**config.mk**
```make
export PLATFORM = sky130hd
export DESIGN_NAME = dma_ring_engine
export DESIGN_NICKNAME = d
export VERILOG_FILES = /design/src/rtl/dma_ring_pkg.sv /design/src/rtl/ring_index_regs.sv /design/src/rtl/desc_post.sv /design/src/rtl/ring_sequencer.sv /design/src/rtl/dma_ring_engine.sv
export SDC_FILE = /design/constraint.sdc
export NUM_CORES = 1
export LEC_CHECK = 0
export BUFFER_PORTS_ARGS = -buffer_cell sky130_fd_sc_hd__buf_4
export CAP_MARGIN = 25
export CORE_MARGIN = 5
export CORE_UTILIZATION = 30
export DETAILED_ROUTE_END_ITERATION = 12
export SETUP_SLACK_MARGIN = 0.3
export SLEW_MARGIN = 20
export SYNTH_ARGS = -nofsm -noshare
export SYNTH_HDL_FRONTEND = slang
export SYNTH_HIERARCHICAL = 1
export SYNTH_SLANG_ARGS = --single-unit
```
**constraint.sdc**
```tcl
create_clock -name clk -period 5 [get_ports clk]
set_input_delay 0.75 -clock clk [delete_from_list [all_inputs] [get_ports clk]]
set_output_delay 0.75 -clock clk [all_outputs]
set_load 0.03 [all_outputs]
```
**src/rtl/dma_ring_pkg.sv**
```systemverilog
// Shared types and descriptor field positions for the descriptor ring engine.
// Assumes little-endian packing of descriptor word 2: {offset, flags, len/eof}.
package dma_ring_pkg;
    typedef enum logic [2:0] {
        S_IDLE  = 3'd0,
        S_FETCH = 3'd1,
        S_XFER  = 3'd2,
        S_WBACK = 3'd3,
        S_DONE  = 3'd4
    } seq_state_t;

    localparam int W2_IE_BIT   = 23;
    localparam int W2_RS_BIT   = 22;
    localparam int W2_OVR_BIT  = 22;
    localparam int W2_DONE_BIT = 21;
    localparam int W2_CRC_BIT  = 20;
    localparam int LEN_W       = 12;
    localparam int CODE_W      = 4;
endpackage

```
**src/rtl/ring_index_regs.sv**
```systemverilog
// Producer/consumer index pair and watermark flag of one ring.
// Assumes advance is a single-cycle strobe issued once per completed descriptor.
module ring_index_regs #(
    parameter int IDX_W = 16
) (
    input  logic             clk,
    input  logic             rst_n,
    input  logic             idx_wr,
    input  logic [2*IDX_W-1:0] idx_wdata,
    input  logic             ring_valid,
    input  logic             advance,
    input  logic [IDX_W-1:0] ring_size,
    input  logic [IDX_W-1:0] wmark,
    input  logic             wm_clr,
    output logic [IDX_W-1:0] prod,
    output logic [IDX_W-1:0] cons,
    output logic             empty,
    output logic             wm_status
);
    logic [IDX_W-1:0] cons_nxt;

    // next consumer slot with wrap at the last entry
    always_comb cons_nxt = (cons == ring_size - IDX_W'(1)) ? '0 : cons + IDX_W'(1);

    // ring is empty when both indices meet
    always_comb empty = (cons == prod);

    // index updates: engine advance, then software load while disabled
    always_ff @(posedge clk) begin
        if (!rst_n) begin
            prod <= '0;
            cons <= '0;
        end else begin
            if (advance)
                cons <= cons_nxt;
            if (idx_wr) begin
                prod <= idx_wdata[2*IDX_W-1:IDX_W];
                if (!ring_valid)
                    cons <= idx_wdata[IDX_W-1:0];
            end
        end
    end

    // sticky watermark flag, set has priority over clear
    always_ff @(posedge clk) begin
        if (!rst_n)
            wm_status <= 1'b0;
        else if (advance && (cons_nxt == wmark))
            wm_status <= 1'b1;
        else if (wm_clr)
            wm_status <= 1'b0;
    end
endmodule

```
**src/rtl/desc_post.sv**
```systemverilog
// Builds the completion value of descriptor word 2 from the fetched word
// and the transfer stub results. Purely combinational.
module desc_post
    import dma_ring_pkg::*;
#(
    parameter int IDX_W = 16
) (
    input  logic              is_rx,
    input  logic              raw_mode,
    input  logic [IDX_W-1:0]  buf_size,
    input  logic [31:0]       req_word,
    input  logic [LEN_W-1:0]  stub_len,
    input  logic [CODE_W-1:0] stub_eof,
    input  logic [CODE_W-1:0] stub_sof,
    input  logic              stub_crc_err,
    input  logic              stub_overrun,
    output logic [31:0]       post_word
);
    logic             too_long;
    logic [LEN_W-1:0] clip_len;

    // length clipping against the receive buffer size
    always_comb begin
        too_long = 32'(stub_len) > 32'(buf_size);
        clip_len = too_long ? buf_size[LEN_W-1:0] : stub_len;
    end

    // format selection: transmit sets done, receive posts full status
    always_comb begin
        if (is_rx) begin
            post_word = {req_word[31:W2_IE_BIT],
                         stub_overrun | too_long,
                         1'b1,
                         stub_crc_err & ~raw_mode,
                         stub_sof, stub_eof, clip_len};
        end else begin
            post_word = req_word;
            post_word[W2_DONE_BIT] = 1'b1;
        end
    end
endmodule

```
**src/rtl/ring_sequencer.sv**
```systemverilog
// Walks one descriptor at a time: fetch four words, hold for the transfer
// stub latency, optionally write back word 2, then advance the consumer.
// Assumes the memory port holds no more than one outstanding request.
module ring_sequencer
    import dma_ring_pkg::*;
#(
    parameter int ADDR_W   = 64,
    parameter int IDX_W    = 16,
    parameter int XFER_LAT = 4
) (
    input  logic              clk,
    input  logic              rst_n,
    input  logic              ring_valid,
    input  logic              empty,
    input  logic [IDX_W-1:0]  cons,
    input  logic [ADDR_W-1:0] base,
    input  logic [31:0]       post_word,
    input  logic              mem_ack,
    input  logic [31:0]       mem_rdata,
    output logic              mem_req,
    output logic              mem_we,
    output logic [ADDR_W-1:0] mem_addr,
    output logic [31:0]       mem_wdata,
    output logic [63:0]       buf_addr,
    output logic [31:0]       desc_w2,
    output logic [31:0]       ptime,
    output logic              busy,
    output logic              advance,
    output logic              evt,
    output logic              idle
);
    localparam int TMR_W = $clog2(XFER_LAT + 1);

    seq_state_t        state;
    logic [1:0]        wcnt;
    logic [TMR_W-1:0]  tmr;
    logic [31:0]       wb_word;
    logic [ADDR_W-1:0] slot_addr;

    // byte address of the current slot and of the word in flight
    always_comb begin
        slot_addr = base + (ADDR_W'(cons) << 4);
        mem_addr  = slot_addr + ((state == S_WBACK) ? ADDR_W'(8) : ADDR_W'({wcnt, 2'b00}));
    end

    // port strobes decoded from the state register
    always_comb begin
        mem_req   = (state == S_FETCH) || (state == S_WBACK);
        mem_we    = (state == S_WBACK);
        mem_wdata = wb_word;
        busy      = (state == S_XFER);
        advance   = (state == S_DONE);
        evt       = (state == S_DONE) && desc_w2[W2_IE_BIT];
        idle      = (state == S_IDLE);
    end

    // descriptor walk state machine
    always_ff @(posedge clk) begin
        if (!rst_n) begin
            state    <= S_IDLE;
            wcnt     <= '0;
            tmr      <= '0;
            wb_word  <= '0;
            buf_addr <= '0;
            desc_w2  <= '0;
            ptime    <= '0;
        end else begin
            case (state)
                S_IDLE: begin
                    if (ring_valid && !empty) begin
                        state <= S_FETCH;
                        wcnt  <= '0;
                    end
                end
                S_FETCH: begin
                    if (mem_ack) begin
                        case (wcnt)
                            2'd0:    buf_addr[31:0]  <= mem_rdata;
                            2'd1:    buf_addr[63:32] <= mem_rdata;
                            2'd2:    desc_w2         <= mem_rdata;
                            default: ptime           <= mem_rdata;
                        endcase
                        wcnt <= wcnt + 2'd1;
                        if (wcnt == 2'd3) begin
                            state <= S_XFER;
                            tmr   <= TMR_W'(XFER_LAT - 1);
                        end
                    end
                end
                S_XFER: begin
                    if (tmr == '0) begin
                        wb_word <= post_word;
                        state   <= desc_w2[W2_RS_BIT] ? S_WBACK : S_DONE;
                    end else begin
                        tmr <= tmr - TMR_W'(1);
                    end
                end
                S_WBACK: begin
                    if (mem_ack)
                        state <= S_DONE;
                end
                default: state <= S_IDLE;
            endcase
        end
    end
endmodule

```
**src/rtl/dma_ring_engine.sv**
```systemverilog
// Top of the per-ring descriptor engine: index registers, sequencer and
// completion formatter. Assumes configuration is changed only while idle
// or disabled, apart from the enable bit and index writes.
module dma_ring_engine
    import dma_ring_pkg::*;
#(
    parameter int ADDR_W   = 64,
    parameter int IDX_W    = 16,
    parameter int XFER_LAT = 4
) (
    input  logic                 clk,
    input  logic                 rst_n,
    input  logic [ADDR_W-1:0]    cfg_base,
    input  logic [2*IDX_W-1:0]   cfg_size,
    input  logic [3:0]           cfg_ctrl,
    input  logic                 ring_is_rx,
    input  logic [IDX_W-1:0]     cfg_wmark,
    input  logic                 idx_wr,
    input  logic [2*IDX_W-1:0]   idx_wdata,
    output logic [2*IDX_W-1:0]   idx_value,
    input  logic                 wm_clr,
    output logic                 wm_status,
    output logic                 mem_req,
    output logic                 mem_we,
    output logic                 mem_nosnoop,
    output logic [ADDR_W-1:0]    mem_addr,
    output logic [31:0]          mem_wdata,
    input  logic [31:0]          mem_rdata,
    input  logic                 mem_ack,
    output logic                 xfer_busy,
    output logic [63:0]          xfer_buf_addr,
    output logic [31:0]          xfer_ptime,
    output logic                 xfer_e2e,
    input  logic [LEN_W-1:0]     stub_len,
    input  logic [CODE_W-1:0]    stub_eof,
    input  logic [CODE_W-1:0]    stub_sof,
    input  logic                 stub_crc_err,
    input  logic                 stub_overrun,
    output logic                 evt
);
    logic             ring_valid;
    logic [IDX_W-1:0] prod;
    logic [IDX_W-1:0] cons;
    logic             empty;
    logic             advance;
    logic             seq_idle;
    logic [31:0]      desc_w2;
    logic [31:0]      post_word;

    // control field decode and attribute outputs
    always_comb begin
        ring_valid  = cfg_ctrl[3];
        mem_nosnoop = cfg_ctrl[1];
        xfer_e2e    = xfer_busy & cfg_ctrl[0];
        idx_value   = {prod, cons};
    end

    ring_index_regs #(.IDX_W(IDX_W)) u_idx (
        .clk       (clk),
        .rst_n     (rst_n),
        .idx_wr    (idx_wr),
        .idx_wdata (idx_wdata),
        .ring_valid(ring_valid),
        .advance   (advance),
        .ring_size (cfg_size[IDX_W-1:0]),
        .wmark     (cfg_wmark),
        .wm_clr    (wm_clr),
        .prod      (prod),
        .cons      (cons),
        .empty     (empty),
        .wm_status (wm_status)
    );

    desc_post #(.IDX_W(IDX_W)) u_post (
        .is_rx       (ring_is_rx),
        .raw_mode    (cfg_ctrl[2]),
        .buf_size    (cfg_size[2*IDX_W-1:IDX_W]),
        .req_word    (desc_w2),
        .stub_len    (stub_len),
        .stub_eof    (stub_eof),
        .stub_sof    (stub_sof),
        .stub_crc_err(stub_crc_err),
        .stub_overrun(stub_overrun),
        .post_word   (post_word)
    );

    ring_sequencer #(.ADDR_W(ADDR_W), .IDX_W(IDX_W), .XFER_LAT(XFER_LAT)) u_seq (
        .clk       (clk),
        .rst_n     (rst_n),
        .ring_valid(ring_valid),
        .empty     (empty),
        .cons      (cons),
        .base      (cfg_base),
        .post_word (post_word),
        .mem_ack   (mem_ack),
        .mem_rdata (mem_rdata),
        .mem_req   (mem_req),
        .mem_we    (mem_we),
        .mem_addr  (mem_addr),
        .mem_wdata (mem_wdata),
        .buf_addr  (xfer_buf_addr),
        .desc_w2   (desc_w2),
        .ptime     (xfer_ptime),
        .busy      (xfer_busy),
        .advance   (advance),
        .evt       (evt),
        .idle      (seq_idle)
    );
endmodule

```
After elaboration in Yosys (flattened, before gate mapping)
Index checks and enable logic that the tools add are counted.

Memories kept: 0. Bits in writable memories: 0. ROM bits: 0. Output and inout bits: 231. Bits in latches: 0. Register bits: 201.

Divide/modulo/power cells: 0. Mux-type cells: 23. Eq/ne operators: 16. Multiply operators: 0. Shift operators: 0. Magnitude comparators: 1. Reduce and logical (&&, ||, !) cells: 20. $add $sub $neg: 6. Bitwise operators: 5.

Operators by type and width (count): 64-bit by 20-bit adder with 64-bit output (1); 64-bit adder (1); 16-bit 2-to-1 mux (4); 16-bit equality test (3); 3-bit 2-to-1 mux (9); 23-bit 2-to-1 mux (1); 16-bit by 1-bit adder with 16-bit output, second input constant (1); 12-bit by 16-bit greater-than comparator with 1-bit output (1); 16-bit by 1-bit subtractor with 16-bit output, second input constant (1); 3-bit AND reduction (5); 12-bit 2-to-1 mux (1); 3-bit case mux with 4 select lines (1); 3-bit by 2-bit equality test with 1-bit output, second input constant (2); 3-bit zero test (2); 2-bit by 1-bit != test with 1-bit output, second input constant (3); 2-bit != test, second input constant (3); 3-bit case mux with 2 select lines (1); 2-bit nonzero test (3); 5-bit AND reduction (1); 2-bit equality test, second input constant (2); 2-bit 2-to-1 mux (2); 4-bit 2-to-1 mux (1); 2-bit case mux with 2 select lines (1); 4-bit AND reduction (1); other kinds (15) (20).

Logic depth before layout (Yosys ltp)
Depth after elaboration: 6. Gate-level depth with buffers: 15. Depth with buffers taken out: 13.

Cells and area by module
Netlist, hierarchy kept.

By module, submodules not included: ring_sequencer (seq. area each 3363.2 um^2, times used 1, area each 8660.8 um^2, cells each 1077); ring_index_regs (seq. area each 660.6 um^2, times used 1, area each 2820.2 um^2, cells each 362); desc_post (seq. area each 0.0 um^2, times used 1, area each 1119.8 um^2, cells each 152); dma_ring_engine (seq. area each 0.0 um^2, times used 1, area each 13.8 um^2, cells each 2).

Worst setup path before layout
OpenSTA, ideal clock, no wires.

Path kind: register to output. Start: reg u_seq.state[0]. End: out mem_addr[54]. Stages on the path, launching flop included: 16. Arrival: 3.561 ns. Buffers on the path: 2. Setup slack: 0.689 ns. Cells stage by stage: dfxtp_1 buf_2 nor2b_1 nand2_1 inv_1 nor2_1 ha_1 inv_1 fa_1 and2b_1 o2111ai_2 a211oi_2 o31ai_4 buf_6 nor4_2 xnor2_1.

Cells in the longest elaborated chain, start to end: 3.

RTL lines: start: declaration (line ring_sequencer.sv:34) `seq_state_t state;`; start signal: assignment (line ring_sequencer.sv:93) `state <= desc_w2[W2_RS_BIT] ? S_WBACK : S_DONE;`; 3-bit by 2-bit equality test with 1-bit output; via mem_we (line dma_ring_engine.sv:24) `output logic mem_we,`; 4-bit 2-to-1 mux (line ring_sequencer.sv:43) `mem_addr = slot_addr + ((state == S_WBACK) ? ADDR_W'(8) : ADDR_W'({wcnt, 2'b00}));`; 64-bit adder (line ring_sequencer.sv:43); end: declaration (line dma_ring_engine.sv:26) `output logic [ADDR_W-1:0] mem_addr,`.

The timed path passes the listed nets, and every way through them passes these cells.

Worst setup path after layout
Start: reg u_seq.state[0]. End: out mem_addr[48].

Cells in the longest elaborated chain, start to end: 3.

RTL lines (line): 3-bit by 2-bit equality test with 1-bit output (ring_sequencer.sv:43); 4-bit 2-to-1 mux (ring_sequencer.sv:43); 64-bit adder (ring_sequencer.sv:43).

Every way passes these cells.

==> key figures <==
Timing
  • Final hold vios: 0
  • Final Max Slew Viols: 0
  • Setup TNS: 0 ns
  • Clk_skew: 0.01628 ns
  • Crit share post-route: 0.8996
  • Minimum clock period after layout: 4.498 ns
  • RSZ-0062 raised after global routing: no
  • Slew @ Worst Pin: 1.120 ns
  • Max-slew headroom: 0.2521
  • Fmax: 222.3 MHz
  • # setup viols final: 0

Clock tree
  • Num CTS Buffers: 17
  • CTS tree: built
  • # clock sinks: 200
  • Worst-path clk slew: 0.08 ns
  • Max clock buf depth: 2
  • Insertion delay to the later sink of the worst-skew pair: 0.46 ns
  • Htree depth: 4
  • Root buf cell: clkbuf_16

Min path
  • Worst min-delay path class: flip-flop to flip-flop
  • Hold path start: u_seq/desc_w2[31]

Critical path
  • CP Launch Type: flip-flop
  • CP Data Arrival Time: 3.75 ns
  • CP endpoint kind: output port
  • CP Class: flip-flop to output port
  • WP data required: 4.25 ns
  • CP Max Fanout: 16
  • Most frequent cell on the critical path: inv_1
  • RR Startpoint: u_idx/cons[1]
  • CP Cell Sequence: nor2b_1 > nand2_1 > inv_1 > nor2_2 > ha_1 > inv_1 > fa_1 > and2b_1 > o2111ai_2 > a211oi_4 > o31ai_4 > buf_12 > nor4_1 > xor2_1 > buf_4
  • Worst Setup SP: u_seq/state[0]
  • Slowest CP cell: fa_1
  • Top Family by Delay on Critical Path: simple AND/OR/NAND/NOR gates
  • Crit path largest cell delay: 0.40 ns
  • WP buf/inv: 4

Synth
  • Post-Synthesis Cells: 1589
  • Syn_area_per_cell: 7.917 µm²
  • Synthesized area: 12580 µm²
  • Post-Syn Nets: 1837
  • YS warnings: 6

Place
  • Gpl congestion: 0.9558
  • Placed Cells: 2471
  • Buffers on Ports: 432
  • Area after DPL: 16110 µm²
  • Post-DP HPWL: 39.11 mm

Pwr
  • Worst vdd rail ir drop: 0.2278 mV
  • Leak: 0.006927 µW
  • Power Density: 274.0 nW/µm²

Detailed routing
  • Routed WL per cell: 19.84 µm
  • Routed vias/inst: 5.069
  • First-pass iteration count of the detailed router: 6
  • WL final: 49.83 mm
  • Routed via count: 12730
  • Number of routed nets with antenna violations: 0
  • 1st-iter DRT viols: 799
  • Drt drc: 0

Floorplan
  • Core Area: 41760 µm²
  • Site row count: 75
  • Initial core utilization: 0.3012
  • Die width: 214.8 µm
  • Ports: 439
  • Die Y: 214.8 µm
  • Total die area: 46130 µm²

Layout
  • Fill count: 4286
  • Share of cells above drive strength 1: 0.2955
  • Final non-filler cell total: 2511
  • Nets: 2201
  • Area delta synth->final: 33.52%
  • Fin area: 16800 µm²

Global routing
  • Vias in the first global route: 12420
  • First-pass GRT wire length: 74.98 mm
  • Initial antenna violation count: 6
  • Total grt overflow: 0
  • Global-route usage over all layers: 0.2045
  • Largest net degree at the start of global routing: 102

Outcome
  • Status: finished, final reports clean

Run
  • Max_cap viols: 0
-- placed cells by master, fill, tap and decap left out, drive strengths merged, types with 23 or more instances in the layout --
master	count
a21boi	160
a21oi	60
xnor2	59
inv	56
nor2	60
xor2	52
nor2b	26
ha	39
and3	23
dfxtp	200
nor3	27
o21ai	48
nand3	26
buf	464
nand4	23
nand2	396
-- worst register-to-register path, cell delays in order (launching register included) --
cell and delay [ns]:
dfxtp_1 0.64, nand4_1 0.31, nor4_1 0.59, xnor2_1 0.22, o22ai_1 0.10, or3_1 0.31
or4_1 0.51, a211o_1 0.33, o21ai_2 0.10
-- repair_timing --
item	4_1_cts	5_1_grt
resized for setup	0	4
setup buffers	0	2
endpoints found under the hold margin	0	0
endpoints found under the setup margin	0	18
hold buffers	0	0
-- power by group --
part	internal, µW	switching (µW)	leakage (µW)
registers	1670	67.2	0.00162
clock network	728	742	0.000300
logic	527	865	0.00501
total	2930	1670	0.00693
-- path summary, 6_finish.rpt --
kind	slack, ns	end	cells after the start
max	0.50	mem_addr[48]	15
min	0.46	u_seq/desc_w2[31]	2
max reg2reg	1.82	u_idx/wm_status	8
min reg2reg	0.46	u_seq/desc_w2[31]	2
-- layout make-up --
type	instances	area [µm²]	share of cell area
sequential	200	4006	0.2385
timing repair buffer	464	3531	0.2102
clock inverter	15	206.4	0.01229
inverter	53	198.9	0.01184
multi-input combinational	1217	7739	0.4607
clock buffer	17	425.4	0.02533
antenna	6	15.01	0.0008939
tap	539	674.4	0.04015
-- flip-flops by register name, summed over array words and instances (netlist names) --
name             cells
u_seq/tmr            3
u_idx/prod          16
u_idx/wm_status      1
u_seq/buf_addr      64
u_seq/ptime         32
u_seq/state          3
u_idx/cons          16
u_seq/wcnt           2
u_seq/mem_wdata     32
u_seq/desc_w2       31
-- per-stage QoR --
step,utilization,power (µW),worst slack (ns),hold slack (ns)
final,0.4022,4602,0.5018,0.4582
after global routing,0.4022,4820,0.3101,0.4866
after CTS,0.4009,4653,0.3087,0.4619
after detailed placement,0.3858,3166,0.8094,0.4495
after global placement,0.3844,3152,0.8321,0.4426
after floorplan,-,2588,0.6892,0.4326
-- routing by layer --
layer / global-route usage / up-vias / wire [µm]
met5: 0 / - / 0
met4: 0.08332 / 0 / 1961
met3: 0.04644 / 97 / 2929
met2: 0.3431 / 456 / 23660
met1: 0.2542 / 6008 / 21280
li1: - / 6167 / -
No activity file was read; power rests on OpenSTA's default activity.
